File: config.mk
export PLATFORM = sky130hd
export DESIGN_NAME = serad_top
export DESIGN_NICKNAME = d
export VERILOG_FILES = /design/src/rtl/serad_pkg.sv /design/src/rtl/serad_shreg.sv /design/src/rtl/serad_slice.sv /design/src/rtl/serad_ctrl.sv /design/src/rtl/serad_top.sv
export SDC_FILE = /design/constraint.sdc
export NUM_CORES = 1
export LEC_CHECK = 0
export CAP_MARGIN = 20
export CORE_MARGIN = 2
export CORE_UTILIZATION = 44
export DETAILED_ROUTE_END_ITERATION = 10
export MAX_ROUTING_LAYER = met4
export PLACE_DENSITY = 0.8
export SYNTH_ARGS = -nofsm -noshare
export SYNTH_HDL_FRONTEND = slang
export SYNTH_HIERARCHICAL = 1
export SYNTH_SLANG_ARGS = --single-unit
File: constraint.sdc
create_clock -name clk -period 1.8 [get_ports clk]
set_input_delay 0.36 -clock clk [delete_from_list [all_inputs] [get_ports clk]]
set_output_delay 0.36 -clock clk [all_outputs]
set_load 0.01 [all_outputs]
File: src/rtl/serad_pkg.sv
package serad_pkg;

    typedef enum logic [1:0] {
        ST_IDLE     = 2'd0,
        ST_RUN      = 2'd1,
        ST_FINISHED = 2'd2
    } serad_state_e;

    typedef struct packed {
        logic load;
        logic clr_carry;
        logic step;
    } serad_cmd_t;

endpackage

File: src/rtl/serad_shreg.sv
module serad_shreg #(
    parameter int WIDTH = 8
) (
    input  logic             clk,
    input  logic             rst_n,
    input  logic             load,
    input  logic [WIDTH-1:0] load_val,
    input  logic             shift,
    input  logic             ser_in,
    output logic [WIDTH-1:0] q
);

    logic [WIDTH-1:0] nxt;

    always_comb begin
        nxt = q;
        if (load) begin
            nxt = load_val;
        end else if (shift) begin
            nxt = {ser_in, q[WIDTH-1:1]};
        end
    end

    always_ff @(posedge clk or negedge rst_n) begin
        if (!rst_n) begin
            q <= '0;
        end else begin
            q <= nxt;
        end
    end

endmodule

File: src/rtl/serad_slice.sv
module serad_slice (
    input  logic clk,
    input  logic rst_n,
    input  logic a_bit,
    input  logic b_bit,
    input  logic clr,
    input  logic step,
    output logic sum_bit,
    output logic carry_q
);

    logic carry_nxt;
    logic gen;
    logic prop;

    always_comb begin
        prop      = a_bit ^ b_bit;
        gen       = a_bit & b_bit;
        sum_bit   = prop ^ carry_q;
        carry_nxt = gen | (prop & carry_q);
    end

    always_ff @(posedge clk or negedge rst_n) begin
        if (!rst_n) begin
            carry_q <= 1'b0;
        end else if (clr) begin
            carry_q <= 1'b0;
        end else if (step) begin
            carry_q <= carry_nxt;
        end
    end

endmodule

File: src/rtl/serad_ctrl.sv
module serad_ctrl
    import serad_pkg::*;
#(
    parameter int WIDTH = 8
) (
    input  logic       clk,
    input  logic       rst_n,
    input  logic       start,
    input  logic       rearm,
    input  logic       shift_en,
    output serad_cmd_t cmd,
    output logic       busy,
    output logic       done
);

    localparam int CW = $clog2(WIDTH + 1);
    localparam logic [CW-1:0] LAST = CW'(WIDTH - 1);

    serad_state_e state, state_nxt;
    logic [CW-1:0] cnt, cnt_nxt;
    logic          accept;

    always_comb begin
        accept = (state == ST_RUN) && shift_en && !start && !rearm;
    end

    always_comb begin
        state_nxt = state;
        cnt_nxt   = cnt;
        unique case (state)
            ST_IDLE: begin
                if (start || rearm) begin
                    state_nxt = ST_RUN;
                    cnt_nxt   = '0;
                end
            end
            ST_RUN: begin
                if (start || rearm) begin
                    cnt_nxt = '0;
                end else if (accept) begin
                    if (cnt == LAST) begin
                        state_nxt = ST_FINISHED;
                    end
                    cnt_nxt = cnt + 1'b1;
                end
            end
            ST_FINISHED: begin
                if (start || rearm) begin
                    state_nxt = ST_RUN;
                    cnt_nxt   = '0;
                end
            end
            default: begin
                state_nxt = ST_IDLE;
                cnt_nxt   = '0;
            end
        endcase
    end

    always_ff @(posedge clk or negedge rst_n) begin
        if (!rst_n) begin
            state <= ST_IDLE;
            cnt   <= '0;
        end else begin
            state <= state_nxt;
            cnt   <= cnt_nxt;
        end
    end

    always_comb begin
        cmd.load      = start;
        cmd.clr_carry = start | rearm;
        cmd.step      = accept;
        busy          = (state == ST_RUN);
        done          = (state == ST_FINISHED);
    end

endmodule

File: src/rtl/serad_top.sv
module serad_top
    import serad_pkg::*;
#(
    parameter int WIDTH = 8
) (
    input  logic             clk,
    input  logic             rst_n,
    input  logic             start,
    input  logic             rearm,
    input  logic             shift_en,
    input  logic [WIDTH-1:0] a_in,
    input  logic [WIDTH-1:0] b_in,
    input  logic             b_ser_in,
    output logic [WIDTH-1:0] sum_q,
    output logic [WIDTH-1:0] addend_q,
    output logic             carry_out,
    output logic             busy,
    output logic             done
);

    serad_cmd_t cmd;
    logic       sum_bit;

    serad_ctrl #(.WIDTH(WIDTH)) u_ctrl (
        .clk      (clk),
        .rst_n    (rst_n),
        .start    (start),
        .rearm    (rearm),
        .shift_en (shift_en),
        .cmd      (cmd),
        .busy     (busy),
        .done     (done)
    );

    serad_shreg #(.WIDTH(WIDTH)) u_reg_a (
        .clk      (clk),
        .rst_n    (rst_n),
        .load     (cmd.load),
        .load_val (a_in),
        .shift    (cmd.step),
        .ser_in   (sum_bit),
        .q        (sum_q)
    );

    serad_shreg #(.WIDTH(WIDTH)) u_reg_b (
        .clk      (clk),
        .rst_n    (rst_n),
        .load     (cmd.load),
        .load_val (b_in),
        .shift    (cmd.step),
        .ser_in   (b_ser_in),
        .q        (addend_q)
    );

    serad_slice u_slice (
        .clk     (clk),
        .rst_n   (rst_n),
        .a_bit   (sum_q[0]),
        .b_bit   (addend_q[0]),
        .clr     (cmd.clr_carry),
        .step    (cmd.step),
        .sum_bit (sum_bit),
        .carry_q (carry_out)
    );

endmodule

==> reports/results.ini, run 1 <==
[placed_design]
portBuffers=40
pre_cts_slack_ns=-0.115
dp_hpwl_mm=1.94
globalplace.congestion=0.761
numPlacedInstances=180

[yosys]
synth-edff-count=0
synth_area_leaders=dfrtp_1 (49%), mux2i_1 (15%), o21ai_1 (6.9%)
yosysUniqueCellTypes=27
syn_inst=111
synth_top_area_share_pct=49.3
syn_avg_cell_area_sq_um=10.5
ys_seq_area_share_pct=49.3
synth-seq-cells=23
synth_top_cell_by_area=dfrtp_1
syn_nets=135
ys.flop_type=dfrtp_1
syn_area_sq_um=1170
async_flop_share_pct=100
yosys_warnings=6

[floorplan]
core_area_sq_um=2500
dieArea_sq_um=3080
start_util_pct=46.7
die_h_microns=55.5
io_pins=41
die_w_microns=55.5
rows=18

[sta]
setup_slack_ns=0.127
finalHoldViolations=0
post-route-period-util_pct=92.9
setup_tns_ns=0
tightest_slew_ns=0.291
rsz0062_at_grt=no
skew_ns=0.00287
setup_viol=0
drv_slew=0
min_period_ns=1.67
fmax_ghz=0.598
relSlewSlack_pct=80.6

[setup_path]
rrSetupSlack_ns=0.33
crit_cells=3
critPathMaxFanout=3
cp.buffers_inverters=2
r2r-start=u_ctrl/state[0]
r2r_cells=7
timing.rr.end=u_reg_a/q[0]
required_ns=1.44
end_kind=primary output
worstPathArrival_ns=1.31
cp_slowest_cell=dfrtp_1
path_delay_family=buffers and inverters
path_cells=buf_4, and2b_1, dlygate4sd2_1
critPathKind=flip-flop to primary output
max_stage_delay_ns=0.40
crit_path_start_kind=flip-flop

[cts]
root_buffer=clkbuf_4
clk_path_buf_depth=2
clock_sinks=23
htree_levels=1
numCtsBuffers=3
clk_pin_slew_ns=0.12
cts_tree=yes
clk_latency_ns=0.31

[detailed_routing]
ant_nets=0
dr.pass1.iters=4
routed_wl_mm=2.54
wire_per_inst_microns=13.7
drc=0
first_iter_violations=3
viasPerCell=5.12
vias=953

[grt]
grt_pass1_wl_mm=4.26
grt.total_usage_pct=18.0
grt_max_degree=33
gr-total-overflow=0
antenna_found_initial=0
first_global_vias=910

[final_layout]
final_common_cell=clkdlybuf4s50_1
n_fill_cell=215
syn_to_final_growth_pct=40.0
drive_above_1_share_pct=10.3
layout_common_cells=clkdlybuf4s50_1 (38), dfrtp_1 (23), nand2_1 (20)
diodes=0
nNetsFinal=181
fin_cells=186

[power]
p_leak_nw=0.676
power_per_cell_area_nw_per_um2=654
vdd_ir_drop_max_uv=496

[hold_path]
hp-class=input port to async pin

[flow_run]
maxCapViolCount=0

[outcome]
outcome=finished clean

==> how the worst max path moves through the flow <==
stage                    startpoint            to  slack (ns)
finish              u_ctrl/state[0]          done        0.13
global route        u_ctrl/state[0]          done        0.05
CTS                 u_slice/carry_q     carry_out        0.12
detailed placement            start  u_reg_a/q[0]       -0.11
global placement              start  u_reg_a/q[2]       -0.06
floorplan                     start  u_reg_b/q[7]        0.25
==> through the flow <==
stage	instance area (sq um)	total power [mW]	utilization [%]	hold WS [ns]
6_report	1630	1.07	65.4	0.390
5_1_grt	1630	1.13	65.4	0.391
4_1_cts	1630	1.09	65.4	0.388
3_5_place_dp	1600	0.846	63.8	0.552
3_3_place_gp	1600	0.837	63.8	0.548
2_1_floorplan	1170	0.696	-	0.0644
==> metal layers <==
layer | vias up | share of wire (%) | GRT usage, %
met1 | 446 | 45 | 22.3
met5 | - | 0 | -
li1 | 479 | - | -
met3 | 4 | 5.0 | 4.92
met2 | 24 | 50 | 29.4
met4 | 0 | 0.90 | 4.18
==> cell usage after synthesis (2+ instances only) <==
master,number
nor2_1,4
nand3b_1,3
clkbuf_1,2
mux2i_1,17
a31oi_1,2
o21ai_1,16
buf_4,2
a21oi_1,2
dfrtp_1,23
nand2_1,20
buf_6,4
==> power breakdown <==
part / total [mW] / switching, mW / internal (mW)
Clock: 0.237 / 0.150 / 0.0866
Sequential: 0.586 / 0.0320 / 0.554
Combinational: 0.246 / 0.0989 / 0.147
==> area by class of cell <==
class | count | area [sq um] | share of cell area (%)
tap | 30 | 37.5 | 2.30
clock buffer | 4 | 26.3 | 1.61
inverter | 1 | 3.75 | 0.230
multi-input combinational | 79 | 526 | 32.2
timing repair buffer | 49 | 465 | 28.5
sequential | 23 | 576 | 35.2
==> flip-flops by register name, indices dropped and copies added (netlist names) <==
name,count
u_reg_b/q,8
u_reg_a/q,8
u_slice/carry_q,1
u_ctrl/cnt,4
u_ctrl/state,2
==> cells by family (layout without fill, tap and decap cells) <==
family | Yosys count | in the layout | share of synthesized area, %
AO/OA/AOI/OAI | 23 | 23 | 10.6
flip-flops | 23 | 23 | 49.3
adder cells (fa/ha/maj) | 2 | 2 | 2.79
multiplexers | 18 | 18 | 15.5
buffers and inverters | 9 | 54 | 6.11
AND/OR/NAND/NOR | 36 | 36 | 15.6
==> repair_timing <==
| action | 4_1_cts | 5_1_grt |
|---|---|---|
| endpoints found under the hold margin | 0 | 0 |
| setup buffers | 2 | 0 |
| hold buffers | 0 | 0 |
| gates resized for setup | 2 | 0 |
| endpoints found under the setup margin | 2 | 0 |
(Power assumes the default switching activity.)
==> run 2, diff against run 1 <==
--- a/config.mk
+++ b/config.mk
@@ -11,6 +11,7 @@
 export DETAILED_ROUTE_END_ITERATION = 10
 export MAX_ROUTING_LAYER = met4
 export PLACE_DENSITY = 0.8
+export SLEW_MARGIN = 0
 export SYNTH_ARGS = -nofsm -noshare
 export SYNTH_HDL_FRONTEND = slang
 export SYNTH_HIERARCHICAL = 1
==> results of run 2 <==
Final layout, timing and power as in run 1 (identical DEF).
==> run 3, diff against run 2 <==
--- a/config.mk
+++ b/config.mk
@@ -5,12 +5,11 @@
 export SDC_FILE = /design/constraint.sdc
 export NUM_CORES = 1
 export LEC_CHECK = 0
-export CAP_MARGIN = 20
 export CORE_MARGIN = 2
-export CORE_UTILIZATION = 44
+export CORE_UTILIZATION = 35
 export DETAILED_ROUTE_END_ITERATION = 10
 export MAX_ROUTING_LAYER = met4
-export PLACE_DENSITY = 0.8
+export PLACE_DENSITY = 0.67
 export SLEW_MARGIN = 0
 export SYNTH_ARGS = -nofsm -noshare
 export SYNTH_HDL_FRONTEND = slang
==> run 3 against run 2 <==
  * Sequential share of layout area down 0.45 points
  * Clock skew up 0.013 ns
  * Critical path type unchanged
  * Routed wire length up 0.67%
  * Global-route usage down 2.7 points
  * Via count down 1.6%
  * Highest routed layer is now met3
  * Sequential cell count unchanged
  * Total power up 0.85%
  * Largest power group unchanged
==> reports/results.ini, run 3 (synthesized netlist as in run 1, its figures left out) <==
[detailed_routing]
vias=938
drc=0
dr.pass1.iters=4
viasPerCell=4.69
wire_per_inst_microns=12.8
routed_wl_mm=2.56
ant_nets=0
first_iter_violations=55

[setup_path]
crit_path_start_kind=flip-flop
required_ns=1.44
path_cells=buf_4, and2b_1, dlygate4sd2_1
critPathKind=flip-flop to primary output
max_stage_delay_ns=0.41
worstPathArrival_ns=1.34
cp_slowest_cell=dfrtp_1
end_kind=primary output
critPathMaxFanout=3

[power]
switching_share_pct=27.1
p_comb_share_pct=22.8
vdd_ir_drop_max_uv=291
switchingPower_mw=0.292
p_leak_nw=0.675
intPower_mw=0.786
seq_power_share_pct=54.4
power_per_cell_area_nw_per_um2=651
clkPwrFrac_pct=22.8

[sta]
min_period_ns=1.70
rsz0062_at_grt=no
drv_slew=0
setup_viol=0
holdWs_ns=0.382
skew_ns=0.0163
finalHoldViolations=0
post-route-period-util_pct=94.5
tightest_slew_ns=0.297
fmax_ghz=0.588
setup_slack_ns=0.0990
relSlewSlack_pct=80.2

[floorplan]
die_w_microns=61.8
die_h_microns=61.8
core_area_sq_um=3100
io_pins=41
start_util_pct=37.6
rows=20
dieArea_sq_um=3810

[final_layout]
drive_above_1_share_pct=10.9
layout_common_cells=clkdlybuf4s50_1 (38), dfrtp_1 (23), nand2_1 (20)
syn_to_final_growth_pct=41.8
nNetsFinal=181
fin_cells=200
reg_top3=u_reg_a/q (8), u_reg_b/q (8), u_ctrl/cnt (4)
fin_util_pct=53.3
final_common_cell=clkdlybuf4s50_1
diodes=0

[placed_design]
dp_hpwl_mm=1.89
globalplace.congestion=0.801
numPlacedInstances=194
portBuffers=40
pre_cts_slack_ns=-0.107

[cts]
cts_tree=yes
clock_sinks=23
htree_levels=1
ctsHoldBuffers=0
clk_path_buf_depth=2
clk_pin_slew_ns=0.14
numCtsBuffers=3
root_buffer=clkbuf_4
clk_latency_ns=0.32

[grt]
grt.total_usage_pct=15.3
first_global_vias=959
grt_pass1_wl_mm=4.22
grt_max_degree=33
gr-total-overflow=0
antenna_found_initial=0

[flow_run]
maxCapViolCount=0

[hold_path]
hp-class=input port to async pin

[outcome]
outcome=finished clean

## run 3: cell type report
class | count | area (sq um)
Inverter | 1 | 3.75
Sequential cell | 23 | 576
Clock buffer | 3 | 22.5
Fill cell | 319 | 1450
Timing Repair Buffer | 49 | 465
Tap cell | 44 | 55.1
Clock inverter | 1 | 7.51
Multi-Input combinational cell | 79 | 526
## run 3: repair_timing
| item | CTS | global route |
|---|---|---|
| endpoints found under the setup margin | 2 | 0 |
| gates resized for setup | 2 | 0 |
| buffers inserted | 2 | 0 |
## run 3: layer usage
layer / GRT usage [%] / part of all wire [%]
met1: 19.4 / 46
met2: 25.3 / 48
met3: 2.90 / 6.1
met4: 3.65 / 0
met5: - / 0
## run 3: path summary, 6_finish.rpt
path                       cells past startpoint  slack (ns)         endpoint       startpoint
setup / recovery                               3         0.1             done  u_ctrl/state[0]
hold / removal                                 2        0.38     u_reg_a/q[4]            rst_n
setup reg to reg                               7        0.30     u_reg_b/q[6]  u_ctrl/state[0]
hold reg to reg                                2        0.59  u_ctrl/state[0]  u_ctrl/state[0]
max in group asynchronous                      2        1.17    u_ctrl/cnt[1]            rst_n
min in group clk                               3        0.58     u_reg_a/q[1]          a_in[1]
## run 3: critical path, delay by kind of cell, from the launching register on
kind          cells  cell delay [ns]
buf+inv           2             0.42
flops             1             0.41
simple gates      1             0.19
## run 3: stage by stage
stage               total power, mW  TNS, ns  cell area, sq um
finish                         1.08        0              1660
global placement              0.839   -0.774              1610
floorplan                     0.696        0              1170
detailed placement            0.845    -1.29              1610
CTS                            1.09        0              1660
global route                   1.15        0              1660
## run 3: power by group through the flow
stage | clock (mW) | combinational, mW | sequential [mW]
after global placement | 0 | 0.243 | 0.595
after CTS | 0.257 | 0.250 | 0.586
after detailed placement | 0 | 0.249 | 0.597
final | 0.246 | 0.246 | 0.586
after floorplan | 0 | 0.0875 | 0.608
after global routing | 0.282 | 0.270 | 0.593
